[src/rtl/mrl_pkg.sv]
package mrl_pkg;
  typedef enum logic [2:0] {
    ST_IDLE  = 3'd0,
    ST_ISSUE = 3'd1,
    ST_WAIT  = 3'd2,
    ST_WRITE = 3'd3,
    ST_DONE  = 3'd4
  } mrl_state_e;
endpackage

[src/rtl/mrl_regfile.sv]
module mrl_regfile #(
  parameter int DATA_W = 32,
  parameter int REG_N  = 16,
  localparam int IDX_W = $clog2(REG_N)
) (
  input  logic              clk,
  input  logic              we,
  input  logic [IDX_W-1:0]  widx,
  input  logic [DATA_W-1:0] wdata,
  input  logic [IDX_W-1:0]  ra_idx,
  output logic [DATA_W-1:0] ra_data,
  input  logic [IDX_W-1:0]  rb_idx,
  output logic [DATA_W-1:0] rb_data
);
  logic [DATA_W-1:0] mem_q [REG_N];

  // storage array: no reset, each entry has its own write enable
  always_ff @(posedge clk) begin
    for (int i = 0; i < REG_N; i++) begin
      if (we && (widx == IDX_W'(i))) begin
        mem_q[i] <= wdata;
      end
    end
  end

  assign ra_data = mem_q[ra_idx];
  assign rb_data = mem_q[rb_idx];
endmodule

[src/rtl/mrl_ctrl.sv]
module mrl_ctrl
  import mrl_pkg::*;
(
  input  logic       clk,
  input  logic       rst_n,
  input  logic       start_ok,
  input  logic       low_hit,
  input  logic       req_ready,
  input  logic       rsp_valid,
  input  logic       rsp_fault,
  input  logic       last,
  output mrl_state_e state
);
  mrl_state_e state_d;

  always_comb begin
    state_d = state;
    unique case (state)
      ST_IDLE:  if (start_ok) state_d = ST_ISSUE;
      ST_ISSUE: begin
        if (low_hit)        state_d = ST_WRITE;
        else if (req_ready) state_d = ST_WAIT;
      end
      ST_WAIT:  if (rsp_valid) state_d = rsp_fault ? ST_DONE : ST_WRITE;
      ST_WRITE: state_d = last ? ST_DONE : ST_ISSUE;
      ST_DONE:  state_d = ST_IDLE;
      default:  state_d = ST_IDLE;
    endcase
  end

  always_ff @(posedge clk or negedge rst_n) begin
    if (!rst_n) state <= ST_IDLE;
    else        state <= state_d;
  end
endmodule

[src/rtl/mrl_datapath.sv]
module mrl_datapath
  import mrl_pkg::*;
#(
  parameter int DATA_W = 32,
  parameter int ADDR_W = 17,
  parameter int REG_N  = 16,
  localparam int IDX_W = $clog2(REG_N),
  localparam int CNT_W = IDX_W + 1
) (
  input  logic              clk,
  input  logic              rst_n,
  input  mrl_state_e        state,
  input  logic              load,
  input  logic [IDX_W-1:0]  start_reg,
  input  logic [ADDR_W-1:0] start_addr,
  input  logic [IDX_W-1:0]  cc,
  input  logic              rsp_valid,
  input  logic              rsp_fault,
  input  logic [DATA_W-1:0] rsp_data,
  input  logic [DATA_W-1:0] rf_src,
  output logic [IDX_W-1:0]  cur_reg,
  output logic [ADDR_W-1:0] cur_addr,
  output logic [DATA_W-1:0] word_q,
  output logic              low_hit,
  output logic              last,
  output logic              trap_q,
  output logic [ADDR_W-1:0] trap_addr_q
);
  logic [CNT_W-1:0] remain_q;
  logic             step_en;
  logic             cap_local;
  logic             cap_mem;
  logic             cap_fault;

  assign low_hit   = cur_addr < ADDR_W'(REG_N);
  assign last      = remain_q == CNT_W'(1);
  assign step_en   = state == ST_WRITE;
  assign cap_local = (state == ST_ISSUE) && low_hit;
  assign cap_mem   = (state == ST_WAIT) && rsp_valid && !rsp_fault;
  assign cap_fault = (state == ST_WAIT) && rsp_valid && rsp_fault;

  // run position: register, address and words left
  always_ff @(posedge clk or negedge rst_n) begin
    if (!rst_n) begin
      cur_reg  <= '0;
      cur_addr <= '0;
      remain_q <= '0;
    end else if (load) begin
      cur_reg  <= start_reg;
      cur_addr <= start_addr;
      remain_q <= (cc == '0) ? CNT_W'(REG_N) : {1'b0, cc};
    end else if (step_en) begin
      cur_reg  <= cur_reg + IDX_W'(1);
      cur_addr <= cur_addr + ADDR_W'(1);
      remain_q <= remain_q - CNT_W'(1);
    end
  end

  // fetched word holding register
  always_ff @(posedge clk or negedge rst_n) begin
    if (!rst_n)         word_q <= '0;
    else if (cap_local) word_q <= rf_src;
    else if (cap_mem)   word_q <= rsp_data;
  end

  // trap status
  always_ff @(posedge clk or negedge rst_n) begin
    if (!rst_n) begin
      trap_q      <= 1'b0;
      trap_addr_q <= '0;
    end else if (load) begin
      trap_q      <= 1'b0;
    end else if (cap_fault) begin
      trap_q      <= 1'b1;
      trap_addr_q <= cur_addr;
    end
  end
endmodule

[src/rtl/mrl_top.sv]
module mrl_top
  import mrl_pkg::*;
#(
  parameter int DATA_W = 32,
  parameter int ADDR_W = 17,
  parameter int REG_N  = 16,
  localparam int IDX_W = $clog2(REG_N)
) (
  input  logic              clk,
  input  logic              rst_n,
  input  logic              start,
  input  logic [IDX_W-1:0]  start_reg,
  input  logic [ADDR_W-1:0] start_addr,
  input  logic [IDX_W-1:0]  cc,
  output logic              busy,
  output logic              done,
  output logic              trap,
  output logic [ADDR_W-1:0] trap_addr,
  output logic              mem_req_valid,
  input  logic              mem_req_ready,
  output logic [ADDR_W-1:0] mem_req_addr,
  input  logic              mem_rsp_valid,
  input  logic [DATA_W-1:0] mem_rsp_data,
  input  logic              mem_rsp_prot_fault,
  input  logic              mem_rsp_nxm_fault,
  input  logic              rf_wr_en,
  input  logic [IDX_W-1:0]  rf_wr_idx,
  input  logic [DATA_W-1:0] rf_wr_data,
  input  logic [IDX_W-1:0]  rf_rd_idx,
  output logic [DATA_W-1:0] rf_rd_data
);
  logic              rst_meta;
  logic              rst_q;
  mrl_state_e        state;
  logic              start_ok;
  logic              low_hit;
  logic              last;
  logic              rsp_fault;
  logic [IDX_W-1:0]  cur_reg;
  logic [ADDR_W-1:0] cur_addr;
  logic [DATA_W-1:0] word_q;
  logic [DATA_W-1:0] rf_src;
  logic              seq_we;
  logic              side_we;
  logic              wr_en;
  logic [IDX_W-1:0]  wr_idx;
  logic [DATA_W-1:0] wr_data;

  // asynchronous assert, synchronous release
  always_ff @(posedge clk or negedge rst_n) begin
    if (!rst_n) begin
      rst_meta <= 1'b0;
      rst_q    <= 1'b0;
    end else begin
      rst_meta <= 1'b1;
      rst_q    <= rst_meta;
    end
  end

  assign start_ok  = start && (state == ST_IDLE);
  assign rsp_fault = mem_rsp_prot_fault || mem_rsp_nxm_fault;
  assign seq_we    = state == ST_WRITE;
  assign side_we   = rf_wr_en && (state == ST_IDLE);
  assign wr_en     = seq_we || side_we;
  assign wr_idx    = seq_we ? cur_reg : rf_wr_idx;
  assign wr_data   = seq_we ? word_q  : rf_wr_data;

  mrl_ctrl u_ctrl (
    .clk       (clk),
    .rst_n     (rst_q),
    .start_ok  (start_ok),
    .low_hit   (low_hit),
    .req_ready (mem_req_ready),
    .rsp_valid (mem_rsp_valid),
    .rsp_fault (rsp_fault),
    .last      (last),
    .state     (state)
  );

  mrl_datapath #(
    .DATA_W (DATA_W),
    .ADDR_W (ADDR_W),
    .REG_N  (REG_N)
  ) u_dp (
    .clk         (clk),
    .rst_n       (rst_q),
    .state       (state),
    .load        (start_ok),
    .start_reg   (start_reg),
    .start_addr  (start_addr),
    .cc          (cc),
    .rsp_valid   (mem_rsp_valid),
    .rsp_fault   (rsp_fault),
    .rsp_data    (mem_rsp_data),
    .rf_src      (rf_src),
    .cur_reg     (cur_reg),
    .cur_addr    (cur_addr),
    .word_q      (word_q),
    .low_hit     (low_hit),
    .last        (last),
    .trap_q      (trap),
    .trap_addr_q (trap_addr)
  );

  mrl_regfile #(
    .DATA_W (DATA_W),
    .REG_N  (REG_N)
  ) u_rf (
    .clk     (clk),
    .we      (wr_en),
    .widx    (wr_idx),
    .wdata   (wr_data),
    .ra_idx  (rf_rd_idx),
    .ra_data (rf_rd_data),
    .rb_idx  (cur_addr[IDX_W-1:0]),
    .rb_data (rf_src)
  );

  assign busy          = (state != ST_IDLE);
  assign done          = (state == ST_DONE);
  assign mem_req_valid = (state == ST_ISSUE) && !low_hit;
  assign mem_req_addr  = cur_addr;
endmodule

[config.mk]
export PLATFORM = sky130hd
export DESIGN_NAME = mrl_top
export DESIGN_NICKNAME = d
export VERILOG_FILES = /design/src/rtl/mrl_pkg.sv /design/src/rtl/mrl_regfile.sv /design/src/rtl/mrl_ctrl.sv /design/src/rtl/mrl_datapath.sv /design/src/rtl/mrl_top.sv
export SDC_FILE = /design/constraint.sdc
export NUM_CORES = 1
export LEC_CHECK = 0
export ABC_AREA = 1
export BUFFER_PORTS_ARGS = -buffer_cell sky130_fd_sc_hd__clkbuf_2
export CAP_MARGIN = 15
export CELL_PAD_IN_SITES_DETAIL_PLACEMENT = 1
export CELL_PAD_IN_SITES_GLOBAL_PLACEMENT = 2
export CORE_ASPECT_RATIO = 1.25
export CORE_MARGIN = 4
export CORE_UTILIZATION = 42
export CTS_BUF_LIST = sky130_fd_sc_hd__clkbuf_4
export DETAILED_ROUTE_END_ITERATION = 10
export GPL_ROUTABILITY_DRIVEN = 0
export PLACE_DENSITY = 0.89
export SLEW_MARGIN = 20
export SYNTH_ARGS = -nofsm -noshare
export SYNTH_HDL_FRONTEND = slang
export SYNTH_HIERARCHICAL = 1
export SYNTH_SLANG_ARGS = --single-unit
export TNS_END_PERCENT = 5
[constraint.sdc]
create_clock -name clk -period 6.1 [get_ports clk]
set_input_delay 0.61 -clock clk [delete_from_list [all_inputs] [get_ports clk]]
set_output_delay 0.61 -clock clk [all_outputs]
set_load 0.005 [all_outputs]
# Word level (Yosys, flattened, before mapping)
# Memory sizes are Yosys's and may differ from the RTL's.
# Cells that the tools add are included.
# word_totals
ff_bits,81
latch_bits,0
mem_bits_rw,512
romBits,0
inputBits,105
word_cells,186
mem_count,1
# mem_list
memory,words,word_bits,rd,rd_clocked_by_memory_dff,write_ports,line_no,source
u_rf.mem_q,16,32,2,0,1,mrl_regfile.sv:15,logic [DATA_W-1:0] mem_q [REG_N];
# op_classes
n_addsub,3
mul,0
div,0
n_lt_le_gt_ge,1
eq_ne,23
shift,0
n_mux,97
bitwise_logic,1
reduce_logical,51
# ops
op,n
32-bit 2-to-1 mux,18
32-bit OR reduction,15
4-bit 2-to-1 mux,18
1-bit 2-to-1 mux,49
17-bit 2-to-1 mux,2
4-bit == test (second input constant),8
1-bit logical AND,23
3-bit 2-to-1 mux,6
17-bit by 1-bit adder with 17-bit output (second input constant),1
17-bit by 5-bit less-than comparator with 1-bit output (second input constant),1
4-bit by 3-bit == test with 1-bit output (second input constant),4
5-bit 2-to-1 mux,3
3-bit case mux with 4 select lines,1
4-bit by 2-bit == test with 1-bit output (second input constant),2
4-bit logical NOT,2
3-bit by 2-bit == test with 1-bit output (second input constant),2
2-bit nonzero test,3
5-bit by 1-bit == test with 1-bit output (second input constant),1
5-bit by 1-bit subtractor with 5-bit output (second input constant),1
4-bit by 1-bit adder with 4-bit output (second input constant),1
4-bit by 1-bit == test with 1-bit output (second input constant),1
2-bit != test (second input constant),2
3-bit by 1-bit == test with 1-bit output (second input constant),1
3-bit == test (second input constant),1
other kinds (8),10

# Depth between registers and ports, before layout
# depth
word_depth,22
ltp_mapped,12
mapped_depth_nobuf,9

# Hierarchy
# Netlist, hierarchy kept.
# modules_own_cells
module,n_inst,cells_per_inst,area_per_inst_um2,seq_area_each_um2
mrl_regfile,1,3254,27392.5,15374.7
mrl_datapath,1,511,4030.1,1901.8
mrl_top,1,138,688.2,50.0
mrl_ctrl,1,34,225.2,75.1

# Worst setup path before layout
# OpenSTA, ideal clock, no wires.
# synth_path
path_kind,reg2reg
startpoint,reg u_ctrl.state[2]
endpoint,"mem u_rf.mem_q[12][0], enable pin"
setup_ns,0.421
arrival_ns,2.597
required_ns,5.679
setup_slack_ns,3.082
path_stages_with_launch,7
n_path_buf,1
period_less_slack_ns,3.018
path_cell_list,dfrtp_1 -> inv_2 -> clkbuf_1 -> nand3_1 -> nand2_1 -> nand3_1 -> nor2_1
# synth_between
elab_chain_cells,22
word_cells_on_any_way,114
cone_classes,16 x eq/ne; 63 x mux; 35 x reduce/logical
# synth_lines
item,line_no,source
from (decl),mrl_ctrl.sv:12,output mrl_state_e state
from (signal assigned),mrl_ctrl.sv:33,else state <= state_d;
3-bit logical NOT,mrl_top.sv:63,assign side_we = rf_wr_en && (state == ST_IDLE);
1-bit logical AND,mrl_top.sv:63,
1-bit logical OR (*),mrl_top.sv:64,assign wr_en = seq_we || side_we;
via wr_en,mrl_top.sv:45,logic wr_en;
1-bit logical AND,mrl_regfile.sv:20,if (we && (widx == IDX_W'(i))) begin
1-bit 2-to-1 mux,mrl_regfile.sv:20,
1-bit 2-to-1 mux (not written as such),mrl_regfile.sv:21,mem_q[i] <= wdata;
32-bit OR reduction (no source line),-,
4-bit 2-to-1 mux (no source line) or 1-bit 2-to-1 mux (tied branches) (15 in series),-,
to (decl),mrl_regfile.sv:15,
# Mark *: on every way through the listed nets, which the timed path passes. The rest lies on a longest branch.

# Worst setup path after layout
# layout_path
startpoint,reg u_ctrl.state[1]
endpoint,"mem u_rf.mem_q[13][30], enable pin"
# The elaborated chain is that of the path after synthesis.

==> results.py <==
metrics = {
    "run_status": {
        "outcome": "complete, no violations",
    },
    "grt": {
        "met3_usage_pct": 7.33,
        "met2_usage_pct": 49.3,
        "gr-total-overflow": 0,
        "antenna_found_initial": 7,
        "grt.busiest_layer": "met2",
        "grt_max_degree": 160,
        "use_met1_pct": 36.5,
        "grt_pass1_vias": 30300,
        "grt_pass1_wl_mm": 184,
        "grt.total_usage_pct": 29.3,
    },
    "critical_path": {
        "cp-start-kind": "flop",
        "regToRegSetupSlack_ps": 1890,
        "critPathArrivalTime_ps": 4860,
        "reg2reg_depth": 6,
        "r2r_end": "u_rf/mem_q[13][30]",
        "setup.worst_path.end": "u_rf/mem_q[13][30]",
        "worstPathRequired_ps": 6750,
        "r2r-start": "u_ctrl/state[1]",
        "setup.worst_path.start": "u_ctrl/state[1]",
        "cp_max_fo": 46,
        "path_class": "flop to flop",
        "endpoint_kind": "flop",
    },
    "die": {
        "initial_core_util_pct": 42.4,
        "die_h_um": 318,
        "pin_count": 175,
        "die_area_um2": 81500,
        "rows": 113,
        "design.core.area_um2": 76200,
        "die_width_um": 256,
    },
    "logic_synthesis": {
        "seq_area_frac_synth_pct": 53.8,
        "ys_async_sr_fraction_pct": 13.7,
        "syn-mean-instance-area_um2": 8.21,
        "synthCells": 3937,
        "synth_top_family_by_area": "simple AND/OR/NAND/NOR gates",
        "synth-simple-area-share_pct": 33.1,
        "synth_xor_area_share_pct": 0.163,
        "synth_ff_type": "edfxtp_1",
        "synth_compound_area_share_pct": 0.994,
        "synth-edff-count": 512,
        "muxShareOfSynthArea_pct": 0,
        "syn_area_um2": 32300,
        "syn_nets": 4046,
        "yosys_register_bits": 593,
        "synth-warning-count": 6,
        "synth_cell_type_count": 36,
        "synth_fa_ha_area_share_pct": 0.155,
    },
    "sta": {
        "grt_setup_unrepaired": "no",
        "whs_ps": 128,
        "hold_violations": 0,
        "fin_crit_sh_pct": 69.0,
        "timing.setup.tns_ps": 0,
        "fin_skew_ps": 68.0,
        "slew_violations": 0,
        "relSlewSlack_pct": 18.7,
        "period_minus_slack_ps": 4210,
        "clock.fmax_mhz": 237,
        "setup_viol": 0,
        "worst_pin_slew_ps": 1220,
    },
    "clock_tree": {
        "cts-root-buf": "clkbuf_4",
        "h-tree-depth": 4,
        "cts_tree": "built",
        "cts_resized": 0,
        "numCtsBuffers": 156,
        "clk_pin_slew_worst_paths_ps": 60,
        "cts_buffer_depth": 3,
        "ctsHoldBuffers": 62,
        "cts_sinks": 593,
        "clk_latency_ps": 1040,
        "cts_setup_buffers": 0,
    },
    "power": {
        "intPower_mw": 8.29,
        "ir_drop_uv": 316,
        "p_clk_share_pct": 24.5,
        "power.density_nw_per_um2": 402,
        "power_frac_seq_pct": 38.3,
        "p_sw_mw": 6.17,
        "combPwrFrac_pct": 37.2,
        "p_leak_nw": 16.4,
        "p_sw_share_pct": 42.7,
    },
    "hold_path": {
        "hp-class": "input port to flop",
        "whs_path_depth": 5,
    },
    "finish": {
        "drive_gt1_share_pct": 12.3,
        "layout.nets": 4236,
        "layout_commonest_cell": "nand2_1",
        "fin_area_um2": 36000,
        "largestRegisters": "u_rf/mem_q (512), u_dp/word_q (32)",
        "largest_reg_flops": 512,
        "layout_common_cells": "1304 x nand2_1, 999 x nand3_1, 563 x inv_1",
        "largest_register": "u_rf/mem_q",
        "area_growth_pct": 11.3,
    },
    "placement": {
        "dp_hpwl_mm": 69.0,
        "portBuffers": 174,
        "place_area_um2": 33400,
    },
    "route": {
        "dr.pass1.iters": 6,
        "num_vias": 28900,
        "drt_iter0_markers": 2430,
        "wl_per_cell_um": 23.2,
        "ant_nets": 0,
        "drcViolationCount": 0,
        "vias_per_cell": 5.54,
        "drt-total-wl_mm": 121,
    },
    "job": {
        "drv_cap": 0,
    },
}
how the worst min path moves through the flow:
stage	startpoint	endpoint	slack, ps
finish	mem_rsp_prot_fault	u_ctrl/state[1]	130
global route	mem_rsp_prot_fault	u_ctrl/state[2]	60
CTS	mem_rsp_prot_fault	u_ctrl/state[2]	10
detailed placement	rst_q	u_dp/trap_addr_q[11]	340
global placement	rst_q	u_dp/trap_addr_q[11]	340
floorplan	rst_n	rst_meta	310
power by group through the flow:
stage	clock (mW)	sequential [mW]	combinational (mW)
floorplan	0	5.39	3.57
global placement	0	5.61	5.15
detailed placement	0	5.62	5.24
CTS	3.62	5.53	5.30
global route	3.85	5.59	5.86
finish	3.54	5.54	5.37
cells in the mapped netlist (8+ instances only):
cell type / number / area, µm²
o21ai_0: 35 / 175
inv_1: 567 / 2130
dfrtp_1: 81 / 2030
buf_2: 122 / 611
nor2_1: 52 / 195
buf_4: 29 / 218
buf_6: 55 / 619
edfxtp_1: 512 / 15400
inv_2: 8 / 30.0
nand3_1: 999 / 5000
o211ai_1: 10 / 75.1
nand4_1: 71 / 444
clkbuf_1: 24 / 90.1
nand2_1: 1304 / 4890
buf_1: 24 / 90.1
cell type report:
cell class	instances	area, µm²
Multi-Input combinational cell	2513	11300
Sequential cell	593	17400
Clock inverter	46	240
Clock buffer	228	1710
Antenna cell	6	15.0
Timing Repair Buffer	286	1920
Fill cell	9182	40200
Tap cell	977	1220
Inverter	577	2190
layer usage:
metal	share of wire, %	vias up
met5	0.011	-
met1	40	14200
met4	3.5	2
met3	8.2	258
met2	48	1173
li1	-	13300
stage by stage:
step	power, mW	setup slack, ps	cells	utilization (%)
after global placement	10.8	2070	4884	43.8
after detailed placement	10.9	1980	4884	43.8
after global routing	15.3	1680	5226	47.2
after floorplan	8.96	3080	3937	-
after CTS	14.5	1940	5220	47.2
final	14.5	1890	5226	47.2
critical path: stages, from the launching register on:
cell,delay (ps)
dfrtp_2,340
buf_4,440
nand3_2,780
nand2_1,400
nand3_1,350
nor2_4,1000
buf_4,520
cells by family after synthesis:
kind of cell,count (synthesis)
flops,593
other cells,1
simple gates,2445
xor+xnor,6
fa+ha+maj,4
buf+inv,831
compound gates,57
No activity file was read; power rests on OpenSTA's default activity.
